## src/rtl/tlb_gflush_pkg.sv

```systemverilog
// Package: shared constants and the invalidation-class type of the
// translation buffer. Assumes 4 KB pages only.
package tlb_gflush_pkg;
    localparam int unsigned PG_OFS_W = 12;

    typedef enum logic [1:0] {
        FL_NONE  = 2'd0,
        FL_LOCAL = 2'd1,
        FL_ALL   = 2'd2
    } flush_e;
endpackage

```

## src/rtl/tlb_flush_ctl.sv

```systemverilog
// Flush controller: merges the invalidation triggers into one class per cycle.
// Assumes every trigger except flush_pin is a one-cycle pulse. flush_pin is a
// level, and each of its edges counts as a full-flush request. A full flush
// overrides a selective one.
module tlb_flush_ctl
    import tlb_gflush_pkg::*;
(
    input  logic   clk,
    input  logic   asid_switch,
    input  logic   paging_chg,
    input  logic   mode_chg,
    input  logic   range_wr,
    input  logic   flush_pin,
    output flush_e flush_kind
);
    logic pin_q;
    logic full_req;

    // Remember the previous pin level for edge detection (reset-independent).
    always_ff @(posedge clk) begin
        pin_q <= flush_pin;
    end

    // Pick the strongest invalidation class requested this cycle.
    always_comb begin
        full_req = paging_chg | mode_chg | range_wr | (flush_pin ^ pin_q);
        if (full_req)
            flush_kind = FL_ALL;
        else if (asid_switch)
            flush_kind = FL_LOCAL;
        else
            flush_kind = FL_NONE;
    end
endmodule

```

## src/rtl/tlb_cam_match.sv

```systemverilog
// Tag comparator: one equality compare per entry against a single key.
// Assumes entry tags are unique while valid, so at most one bit is set.
module tlb_cam_match #(
    parameter int unsigned N     = 8,
    parameter int unsigned TAG_W = 20
) (
    input  logic [N-1:0]     valid,
    input  logic [TAG_W-1:0] tags [N],
    input  logic [TAG_W-1:0] key,
    output logic [N-1:0]     match
);
    for (genvar g = 0; g < N; g++) begin : g_cmp
        // Compare one entry's tag with the key.
        assign match[g] = valid[g] && (tags[g] == key);
    end
endmodule

```

## src/rtl/tlb_victim.sv

```systemverilog
// Replacement selector: returns the lowest-index empty slot if one exists,
// otherwise the slot with the largest age, with ties going to the lowest
// index. Assumes N >= 2.
module tlb_victim #(
    parameter int unsigned N     = 8,
    parameter int unsigned AGE_W = 8,
    parameter int unsigned IDX_W = $clog2(N)
) (
    input  logic [N-1:0]     valid,
    input  logic [AGE_W-1:0] age [N],
    output logic [IDX_W-1:0] idx
);
    logic             found_empty;
    logic [AGE_W-1:0] best_age;

    // Scan for an empty slot first, then for the oldest entry.
    always_comb begin
        found_empty = 1'b0;
        idx         = '0;
        best_age    = age[0];
        for (int i = 0; i < N; i++) begin
            if (!valid[i] && !found_empty) begin
                found_empty = 1'b1;
                idx         = IDX_W'(i);
            end
        end
        if (!found_empty) begin
            for (int i = 1; i < N; i++) begin
                if (age[i] > best_age) begin
                    best_age = age[i];
                    idx      = IDX_W'(i);
                end
            end
        end
    end
endmodule

```

## src/rtl/tlb_gflush.sv

```systemverilog
// Translation buffer top: fully associative, 4 KB pages, a global flag on
// each entry, and replacement by age-counter LRU. Lookup is combinational.
// Fills, flushes and age updates take effect at the clock edge. Assumes
// ENTRIES >= 2 and that a fill follows a miss. A fill of a page that is
// already present overwrites that entry in place.
module tlb_gflush
    import tlb_gflush_pkg::*;
#(
    parameter int unsigned VA_W    = 32,
    parameter int unsigned PA_W    = 32,
    parameter int unsigned ENTRIES = 8,
    parameter int unsigned AGE_W   = 8
) (
    input  logic                     clk,
    input  logic                     rst_n,
    input  logic                     lk_valid,
    input  logic [VA_W-1:0]          lk_vaddr,
    output logic                     lk_hit,
    output logic [PA_W-1:0]          lk_paddr,
    input  logic                     fill_valid,
    input  logic [VA_W-PG_OFS_W-1:0] fill_vpn,
    input  logic [PA_W-PG_OFS_W-1:0] fill_pfn,
    input  logic                     fill_global,
    input  logic                     asid_switch,
    input  logic                     paging_chg,
    input  logic                     mode_chg,
    input  logic                     range_wr,
    input  logic                     flush_pin
);
    localparam int unsigned VPN_W   = VA_W - PG_OFS_W;
    localparam int unsigned PFN_W   = PA_W - PG_OFS_W;
    localparam int unsigned IDX_W   = $clog2(ENTRIES);
    localparam logic [AGE_W-1:0] AGE_MAX = {AGE_W{1'b1}};

    logic [ENTRIES-1:0] valid_q;
    logic [ENTRIES-1:0] glob_q;
    logic [VPN_W-1:0]   vpn_q [ENTRIES];
    logic [PFN_W-1:0]   pfn_q [ENTRIES];
    logic [AGE_W-1:0]   age_q [ENTRIES];

    flush_e             flush_kind;
    logic [ENTRIES-1:0] lk_match;
    logic [ENTRIES-1:0] fill_match;
    logic [IDX_W-1:0]   victim_idx;
    logic [IDX_W-1:0]   fill_idx;
    logic [ENTRIES-1:0] use_vec;
    logic               fill_do;
    logic [PFN_W-1:0]   hit_pfn;

    tlb_flush_ctl u_flush (
        .clk         (clk),
        .asid_switch (asid_switch),
        .paging_chg  (paging_chg),
        .mode_chg    (mode_chg),
        .range_wr    (range_wr),
        .flush_pin   (flush_pin),
        .flush_kind  (flush_kind)
    );

    tlb_cam_match #(.N(ENTRIES), .TAG_W(VPN_W)) u_lk_cam (
        .valid (valid_q),
        .tags  (vpn_q),
        .key   (lk_vaddr[VA_W-1:PG_OFS_W]),
        .match (lk_match)
    );

    tlb_cam_match #(.N(ENTRIES), .TAG_W(VPN_W)) u_fill_cam (
        .valid (valid_q),
        .tags  (vpn_q),
        .key   (fill_vpn),
        .match (fill_match)
    );

    tlb_victim #(.N(ENTRIES), .AGE_W(AGE_W), .IDX_W(IDX_W)) u_victim (
        .valid (valid_q),
        .age   (age_q),
        .idx   (victim_idx)
    );

    // Lookup result: a hit is suppressed in any cycle that carries a flush.
    always_comb begin
        hit_pfn = '0;
        for (int i = 0; i < ENTRIES; i++) begin
            if (lk_match[i])
                hit_pfn = hit_pfn | pfn_q[i];
        end
        lk_hit   = lk_valid && (|lk_match) && (flush_kind == FL_NONE);
        lk_paddr = lk_hit ? {hit_pfn, lk_vaddr[PG_OFS_W-1:0]} : '0;
    end

    // Fill slot: overwrite an existing match in place, else take the victim.
    always_comb begin
        fill_do  = fill_valid && (flush_kind == FL_NONE);
        fill_idx = victim_idx;
        for (int i = 0; i < ENTRIES; i++) begin
            if (fill_match[i])
                fill_idx = IDX_W'(i);
        end
        use_vec = lk_hit ? lk_match : '0;
        if (fill_do)
            use_vec[fill_idx] = 1'b1;
    end

    // Entry state: apply a flush, or else a fill and the age update.
    always_ff @(posedge clk) begin
        if (!rst_n) begin
            valid_q <= '0;
            glob_q  <= '0;
            for (int i = 0; i < ENTRIES; i++)
                age_q[i] <= '0;
        end else begin
            case (flush_kind)
                FL_ALL:   valid_q <= '0;
                FL_LOCAL: valid_q <= valid_q & glob_q;
                default: begin
                    if (fill_do) begin
                        valid_q[fill_idx] <= 1'b1;
                        glob_q[fill_idx]  <= fill_global;
                        vpn_q[fill_idx]   <= fill_vpn;
                        pfn_q[fill_idx]   <= fill_pfn;
                    end
                    if (|use_vec) begin
                        for (int i = 0; i < ENTRIES; i++) begin
                            if (use_vec[i])
                                age_q[i] <= '0;
                            else if (valid_q[i] && age_q[i] != AGE_MAX)
                                age_q[i] <= age_q[i] + 1'b1;
                        end
                    end
                end
            endcase
        end
    end
endmodule

```

## config.mk

```make
export PLATFORM = sky130hd
export DESIGN_NAME = tlb_gflush
export DESIGN_NICKNAME = d
export VERILOG_FILES = /design/src/rtl/tlb_gflush_pkg.sv /design/src/rtl/tlb_flush_ctl.sv /design/src/rtl/tlb_cam_match.sv /design/src/rtl/tlb_victim.sv /design/src/rtl/tlb_gflush.sv
export SDC_FILE = /design/constraint.sdc
export NUM_CORES = 1
export LEC_CHECK = 0
export BUFFER_PORTS_ARGS = -buffer_cell sky130_fd_sc_hd__buf_2
export CAP_MARGIN = 20
export CORE_MARGIN = 10
export CORE_UTILIZATION = 40
export CTS_CLUSTER_DIAMETER = 80
export DETAILED_ROUTE_END_ITERATION = 7
export PLACE_DENSITY = 0.61
export SETUP_SLACK_MARGIN = 0.5
export SYNTH_ARGS = -nofsm -noshare
export SYNTH_HDL_FRONTEND = slang
export SYNTH_SLANG_ARGS = --single-unit
```

## constraint.sdc

```tcl
create_clock -name clk -period 16.2 [get_ports clk]
set_input_delay 0 -clock clk [delete_from_list [all_inputs] [get_ports clk]]
set_output_delay 0 -clock clk [all_outputs]
set_load 0.05 [all_outputs]
```

# ---- Yosys cells after proc, flatten, opt, wreduce, memory -nomap -nowiden
# Memories as Yosys holds them, arrays and structs flattened.
# Cells that the tools add are included.
dict set report word_totals {
  reg_bits 241
  ram_bits 160
  in_bits 82
  output_inout_bits 33
  elab_cells 237
  mem_count 1
}
dict set report op_classes {
  n_addsub 8
  n_lt_le_gt_ge 11
  n_eq_ne 26
  n_mux 84
  n_bitwise 16
  n_reduce_logical 72
}
# name depth word_bits read_ports rd_ports_with_merged_regs write_ports line_no
set mem_list {}
lappend mem_list {pfn_q 8 20 8 0 1 tlb_gflush.sv:38} ;# logic [PFN_W-1:0] pfn_q [ENTRIES];
# operator n
set op_table {}
lappend op_table {{equality test 20 bit} 16}
lappend op_table {{two-way mux 8 bit} 31}
lappend op_table {{two-way mux 20 bit} 9}
lappend op_table {{bitwise mux 160 bit} 1}
lappend op_table {{bitwise OR 20 bit} 7}
lappend op_table {{two-way mux 3 bit} 22}
lappend op_table {{adder 8 x 1 -> 8 bit, second input constant} 8}
lappend op_table {{inequality test 8 bit, second input constant} 8}
lappend op_table {{demux 20 bit (select 3 bit)} 1}
lappend op_table {{> comparator 8 bit} 7}
lappend op_table {{logical AND 1 bit} 36}
lappend op_table {{two-way mux 32 bit} 1}
lappend op_table {{AND reduction 3 bit} 9}
lappend op_table {{bitwise OR 8 bit} 2}
lappend op_table {{case mux 8 bit (2 select lines)} 1}
lappend op_table {{nonzero test 2 bit} 8}
lappend op_table {{OR reduction 8 bit} 2}
lappend op_table {{two-way mux 1 bit} 15}
lappend op_table {{logical NOT 1 bit} 13}
lappend op_table {{bitwise AND 8 bit} 1}
lappend op_table {{bitwise mux 8 bit} 1}
lappend op_table {{greater-or-equal comparator 4 bit, second input constant} 1}
lappend op_table {{< comparator 3 x 4 -> 1 bit, second input constant} 1}
lappend op_table {{< comparator 4 x 1 -> 1 bit, second input constant} 1}
lappend op_table {{other kinds (13)} 15}

# ---- Logic depth before layout (Yosys ltp)
dict set report logic_depth {
  ltp_word 56
  ltp_mapped 82
  depth_no_buf 75
}

# ---- By module
# Synthesis repeated with hierarchy kept, for this count alone.
dict set report unflattened {
  hier_cells 1848
  hier_area_um2 21463.1
}
# module n_inst cells_per_inst area_each_um2 seq_area_each_um2
set by_module_without_submodules {}
lappend by_module_without_submodules {tlb_gflush 1 1029 15114.5 11210.8}
lappend by_module_without_submodules {tlb_cam_match 2 236 1969.4 0.0}
lappend by_module_without_submodules {tlb_victim 1 341 2353.5 0.0}
lappend by_module_without_submodules {tlb_flush_ctl 1 6 56.3 20.0}

# ---- Least setup slack after synthesis
# OpenSTA, ideal clock, no wires.
dict set report synth_timing {
  path_kind {register to register}
  start {reg age_q[57] in the netlist's numbering}
  end {mem pfn_q[1][0] in the netlist's numbering, enable pin}
  setup_ns 0.397
  arrival_time_ns 14.660
  required_ns 15.803
  setup_slack_ns 1.143
  stages_incl_launch_ff 77
  path_buffers 7
  period_less_slack_ns 15.057
  path_cell_list {dfxtp_1 inv_1 ha_1 nor2b_1 o211ai_2 a21oi_2 o22ai_1 mux2i_1 ha_1 nor2b_1 o31ai_1 a21oi_1 o2bb2ai_1 nor3_1 or2_2 clkbuf_1 o21ai_0 inv_1 [... 41 more ...] nand2_1 clkbuf_1 o21ai_0 ha_1 nor2b_1 o21a_1 o21a_1 o21a_1 o21bai_1 a21oi_1 nor3b_1 o21bai_1 a221o_1 o32a_1 or2_2 or3_1 clkbuf_1 nor2_1}
}
dict set report synth_between {
  elab_chain_len 29
  elab_cells_between_ends 35
  cone_classes {order compare: 7; mux: 28}
}
# element line_no
set synth_lines {}
lappend synth_lines {{start: declaration} tlb_gflush.sv:39} ;# logic [AGE_W-1:0] age_q [ENTRIES];
lappend synth_lines {{start signal: indexed assignment} tlb_gflush.sv:127} ;# age_q[i] <= age_q[i] + 1'b1;
lappend synth_lines {{> comparator 8 bit} tlb_victim.sv:29} ;# if (age[i] > best_age) begin
lappend synth_lines {{two-way mux 8 bit} tlb_victim.sv:29}
lappend synth_lines {{two-way mux 8 bit} tlb_victim.sv:27} ;# if (!found_empty) begin
lappend synth_lines {{> comparator 8 bit} tlb_victim.sv:29}
lappend synth_lines {{two-way mux 8 bit} tlb_victim.sv:29}
lappend synth_lines {{two-way mux 8 bit} tlb_victim.sv:27}
lappend synth_lines {{> comparator 8 bit} tlb_victim.sv:29}
lappend synth_lines {{two-way mux 8 bit} tlb_victim.sv:29}
lappend synth_lines {{[... 6 more ...]} n/a}
lappend synth_lines {{two-way mux 8 bit} tlb_victim.sv:27}
lappend synth_lines {{> comparator 8 bit} tlb_victim.sv:29}
lappend synth_lines {{two-way mux 8 bit} tlb_victim.sv:29}
lappend synth_lines {{two-way mux 8 bit} tlb_victim.sv:27}
lappend synth_lines {{> comparator 8 bit} tlb_victim.sv:29}
lappend synth_lines {{two-way mux 3 bit (*)} tlb_victim.sv:29}
lappend synth_lines {{two-way mux 3 bit (*)} tlb_victim.sv:27}
lappend synth_lines {{two-way mux 3 bit (*) (8 in series)} tlb_gflush.sv:96} ;# if (fill_match[i])
lappend synth_lines {{end: declaration} tlb_gflush.sv:38}
# Mark *: on every way between the ends. The rest lies on a longest branch, timed or not. The select of a mux whose other input is x is not followed.

# ---- Worst setup path after layout
dict set report layout_timing {
  start {reg age_q[63] in the netlist's numbering}
  end {reg age_q[15] in the netlist's numbering}
}
dict set report layout_between {
  elab_chain_len 37
  elab_cells_between_ends 46
  cone_classes {order compare: 9; mux: 32; bitwise: 1; reduce/logical: 4}
}
# element line_no
set layout_lines {}
lappend layout_lines {{> comparator 8 bit} tlb_victim.sv:29}
lappend layout_lines {{two-way mux 8 bit} tlb_victim.sv:29}
lappend layout_lines {{two-way mux 8 bit} tlb_victim.sv:27}
lappend layout_lines {{> comparator 8 bit} tlb_victim.sv:29}
lappend layout_lines {{two-way mux 8 bit} tlb_victim.sv:29}
lappend layout_lines {{two-way mux 8 bit} tlb_victim.sv:27}
lappend layout_lines {{> comparator 8 bit} tlb_victim.sv:29}
lappend layout_lines {{two-way mux 8 bit} tlb_victim.sv:29}
lappend layout_lines {{[... 21 more ...]} n/a}
lappend layout_lines {{< comparator 3 x 4 -> 1 bit (not written as such) or greater-or-equal comparator 3 x 1 -> 1 bit (tied branches)} tlb_gflush.sv:101} ;# use_vec[fill_idx] = 1'b1;
lappend layout_lines {{logical AND 1 bit (not written as such)} tlb_gflush.sv:101}
lappend layout_lines {{two-way mux 1 bit (not written as such)} tlb_gflush.sv:101}
lappend layout_lines {{demux 1 bit (select 3 bit) (*)} tlb_gflush.sv:101}
lappend layout_lines {{bitwise OR 8 bit (no line) (*)} n/a}
lappend layout_lines {{two-way mux 8 bit (*)} tlb_gflush.sv:100} ;# if (fill_do)
lappend layout_lines {{OR reduction 8 bit or nonzero test 2 bit (tied branches)} n/a}
lappend layout_lines {{AND reduction 3 bit (no line)} n/a}
# Marks and branches as above.
# A chain may end at the register's enable or synchronous reset.

==> results <==
- The row count is 85.
- The end point of the most critical hold path is valid_q[6].
- The internal cell power is 0.00178 W.
- For flop-to-flop paths, the worst setup slack is ~1500 ps.
- The maximum fanout along the worst path is 20.
- The first global-routing pass estimated 100,000 um of wire.
- The width of the die is 253 um.
- The number of design rule violations left after detail routing is 0.
- For this design the static power due to leakage is between 8 and 9 nW.
- The number of inserted diodes is 0.
- The count of cells in the finished layout, fillers not included, comes to 2,847.
- The share of synthesized area in the top cell type comes to 0.443.
- The number of antenna violations at the first check in global routing is 0.
- STA classifies the critical path startpoint as a flip-flop.
- Between clock sinks in the finished design, the worst skew comes to 39.9 ps.
- For the worst setup path, the data required time is between 15,000 and 20,000 ps.
- The number of hold-slack violations in the final timing report is 0.
- The source-to-sink clock delay at the later pin of the worst-skew pair is 620 ps.
- The type of the worst min-delay path is in -> reg.
- The relative slew slack is 0.279.
- The number of slew-limit violations in the final report is 0.
- The H-tree generated during clock tree synthesis spans 2 levels.
- The count of yosys warnings during synthesis is 0.
- Clock tree synthesis selected as its root buffer the cell sky130_fd_sc_hd__clkbuf_16.
- The global routing usage summed across all routing layers is 0.204.
- The share of total power dissipated in the clock network is 0.449.
- The number of storage elements in the synthesis netlist is 401.
- The final net count is around 2,300.
- IR analysis of the VDD net gives a maximum drop of slightly above 0.00008 V.
- The number of sinks driven by the clock tree is 401.
- The number of buffers and inverters on the critical path is 6.
- Clock-pin slew was measured on the worst setup and hold paths at 60 ps.
- The number of global-route vias before repair was 16,500.
- Synthesis produced a netlist with a net count of 2,114.
- After synthesis, the most frequently instantiated cells are sky130_fd_sc_hd__edfxtp_1 (320), sky130_fd_sc_hd__xnor2_1 (220), sky130_fd_sc_hd__nand2_1 (128), sky130_fd_sc_hd__xor2_1 (104), sky130_fd_sc_hd__clkbuf_1 (90).
- At the end of routability-driven placement, the weighted congestion stood at 0.952.
- The cell at the slowest stage of the critical path is sky130_fd_sc_hd__or4b_4.
- Summing all multi-input logic gate instances after layout gives ~10000 um2.
- Detailed placement finished with a half-perimeter wire length of 43,800 um.
- Entering global routing, the biggest net connects 67 pins.
- The synthesized area divided by synthesized cell count is 11.0 um2.
- The clock tree from TritonCTS is done.
- No sink is reached through more buffers than the 3 on the longest clock path.
- The worst register-to-register path has a depth of 72.
- The critical path crosses slightly above 70 cells after its start point.
- The number of different library cells used by synthesis comes to 77.
- In the final layout, the share of cells above drive strength 1 is 0.137.
- The critical path's top delay family is compound AO/OA/AOI/OAI gates.
- In the finished design, the share of the clock period the worst path needs comes to 0.905.
- For this run, the register share of the synthesized area comes to 0.517.
- In the final timing run, aggregate negative setup slack is 0 ps.
- The worst min-delay path startpoint is mode_chg.
- For this configuration, the core starts out at a cell density of 0.403.
- Power comes to 0.00233 W.
- Of the total power, the share spent switching nets is 0.238.
- Along the worst hold path, the cell count comes to 4.
- The actual transition at the worst max-transition pin is 1080 ps.
- During placement, the flow inserted port buffers numbering 114.
- The number of enable flip-flop cells after synthesis is 320.
- The total via count in the routed design is 16,900.
- The final routed wirelength across all metal layers is 67,000 um.
- Counting I/O delays and the setup requirement, the final critical path takes 14,660 ps.
- For this design the total switching power over the nets is 0.000554 W.
- The number of CTS-inserted buffers is 47.
- In this run, placement finished with an instance count of 2,713.
- Setup repair after global routing left no endpoint under its margin.
- The maximum frequency from static timing analysis is 68.2 MHz.
- The critical path is of the reg -> reg type.
- The fraction of registers with async set/reset is 0.
- The average detailed-routed wire length per instance is 23.5 um.
- The delay of the slowest cell on the worst path is 560 ps.
- Setup violations remaining at the end of the flow were counted as 0.
- The combinational power share is 0.072.
- The post-route antenna net violation count is 0.
- Using the TritonRoute via totals, the vias-per-cell ratio works out to 5.92.
- The die footprint is 64,000 um2.
- For this design the ratio of total power to cell area is 92.7 nW/um2.
- Before antenna repair, the detailed router went through 5 iterations.
- The critical path capture point type is a flip-flop.
- The die span in y is roughly 250 um.
- The run finished with clean final reports.
- The total overflow left after global routing is 0.
- Relative to the synthesized area, the layout overhead comes to 15.8%.
- After the first detailed-routing iteration, the DRC count stood at 1,564.
- The share of total power dissipated in sequential elements is 0.479.
- By area the synthesized netlist is led by sky130_fd_sc_hd__edfxtp_1 (44%), sky130_fd_sc_hd__xnor2_1 (8.9%), sky130_fd_sc_hd__dfxtp_1 (7.5%), sky130_fd_sc_hd__xor2_1 (4.2%), sky130_fd_sc_hd__ha_1 (3.5%).
- The most instantiated flip-flop cell in the synthesis netlist is sky130_fd_sc_hd__edfxtp_1.
- The number of standard cells after synthesis is 1,972.
- Yosys instantiated no cell more often than sky130_fd_sc_hd__edfxtp_1.
- The area occupied by registers is ~11,000 um2.
- The number of fill cells in the layout is 4,934.
- sky130_fd_sc_hd__edfxtp_1 takes more of the synthesized area than any other cell.
- The number of violations of the max-capacitance limit is 0.
- The endpoint identified for the worst register-to-register timing path is age_q[15].
- The origin of the critical flop-to-flop path is age_q[63].
- After floorplanning, the core was sized to cover around 54,000 um2.
- For the worst setup path, the data arrival time is 15,140 ps.
- Summing every instance area after synthesis gives roughly 22,000 um2.
- 115 I/O pins were placed.
## state kept, by name (all words and copies together), names as in the netlist
signal         flops
glob_q             8
valid_q            8
age_q             64
pfn_q            160
vpn_q            160
u_flush.pin_q      1
## layout make-up
class | instances | share of cell area
clock buffers | 55 | 0.0492
clock inverters | 33 | 0.0118
inverters | 70 | 0.0105
multi-input cells | 1402 | 0.397
flip-flops and latches | 401 | 0.447
well taps | 696 | 0.0347
repair buffers | 190 | 0.0500
## worst min-delay path: stages
cell and delay (ps):
sky130_fd_sc_hd__buf_2 70, sky130_fd_sc_hd__or4_1 230, sky130_fd_sc_hd__or2_2 250, sky130_fd_sc_hd__a21oi_1 50
## how the worst max path moves through the flow
stage	end	slack, ps	start
after floorplan	pfn_q[1][0]	1140	age_q[57]
after global placement	vpn_q[52]	940	age_q[57]
after detailed placement	vpn_q[31]	610	age_q[57]
after CTS	vpn_q[35]	600	age_q[57]
after global routing	age_q[15]	500	age_q[57]
final	age_q[15]	1540	age_q[63]
## metal layers
metal  up-vias  part of all wire  global-route usage
met5         -                 0                   0
met4         0             0.034              0.0788
met3       145             0.062              0.0253
met2       608              0.46               0.330
met1      8394              0.44               0.275
li1       7719                 -                   -
## cells in the final DEF (no fill, tap or decap), drive strengths merged, types with 7 or more instances in the layout
master       netlist  routed
edfxtp           320     320
xnor2            220     220
buf                9     145
nand2            129     129
xor2             104     104
nand4             88      88
dfxtp             81      81
o21ai             79      79
nand3             76      76
inv               70      74
nor2              72      72
a21oi             69      69
ha                60      60
clkbuf            90      55
nor4              51      51
dlygate4sd3        0      45
a22oi             43      43
and3              32      32
a31oi             30      30
and2              26      26
nor3              25      25
clkinv             0      25
mux2i             24      24
a221oi            24      24
a22o              21      21
or2               18      18
or3               18      18
nor3b             15      15
or3b              14      14
o211ai            14      14
o32ai             12      12
o22ai             12      12
a21o              11      11
nor2b              9       9
a32o               9       9
or4                8       8
o41ai              8       8
o21a               7       7
## power by group through the flow
stage | sequential [W] | combinational (W) | clock (W)
finish | 0.00111 | 0.000168 | 0.00105
global route | 0.00111 | 0.000181 | 0.00111
CTS | 0.00111 | 0.000164 | 0.00107
detailed placement | 0.00114 | 0.000155 | 0
global placement | 0.00114 | 0.000152 | 0
floorplan | 0.00114 | 0.0000976 | 0
## timing repair
action | CTS | global route
endpoints found under the hold margin | 338 | 0
endpoints found under the setup margin | 0 | 400
hold buffers | 45 | 0
buffers inserted | 0 | 1
gates resized for setup | 0 | 20
## metrics by stage
stage	util	cell area, um2	setup WS (ps)	hold slack, ps
2_1_floorplan	-	21700	1140	27.7
3_3_place_gp	0.429	23100	939	135
3_5_place_dp	0.429	23100	613	144
4_1_cts	0.466	25100	604	27.7
5_1_grt	0.467	25100	498	75.1
6_report	0.467	25100	1540	58.1
## cell families (layout without fill, tap and decap cells)
logic type	count (synthesis)	in the layout	share of synthesized area
XOR/XNOR	324	324	0.131
buffers and inverters	169	348	0.0303
adder cells (fa/ha/maj)	62	62	0.0355
multiplexers	29	29	0.0137
AO/OA/AOI/OAI	384	384	0.122
AND/OR/NAND/NOR	603	603	0.150
flip-flops	401	401	0.517
No activity file was read; power rests on OpenSTA's default activity.
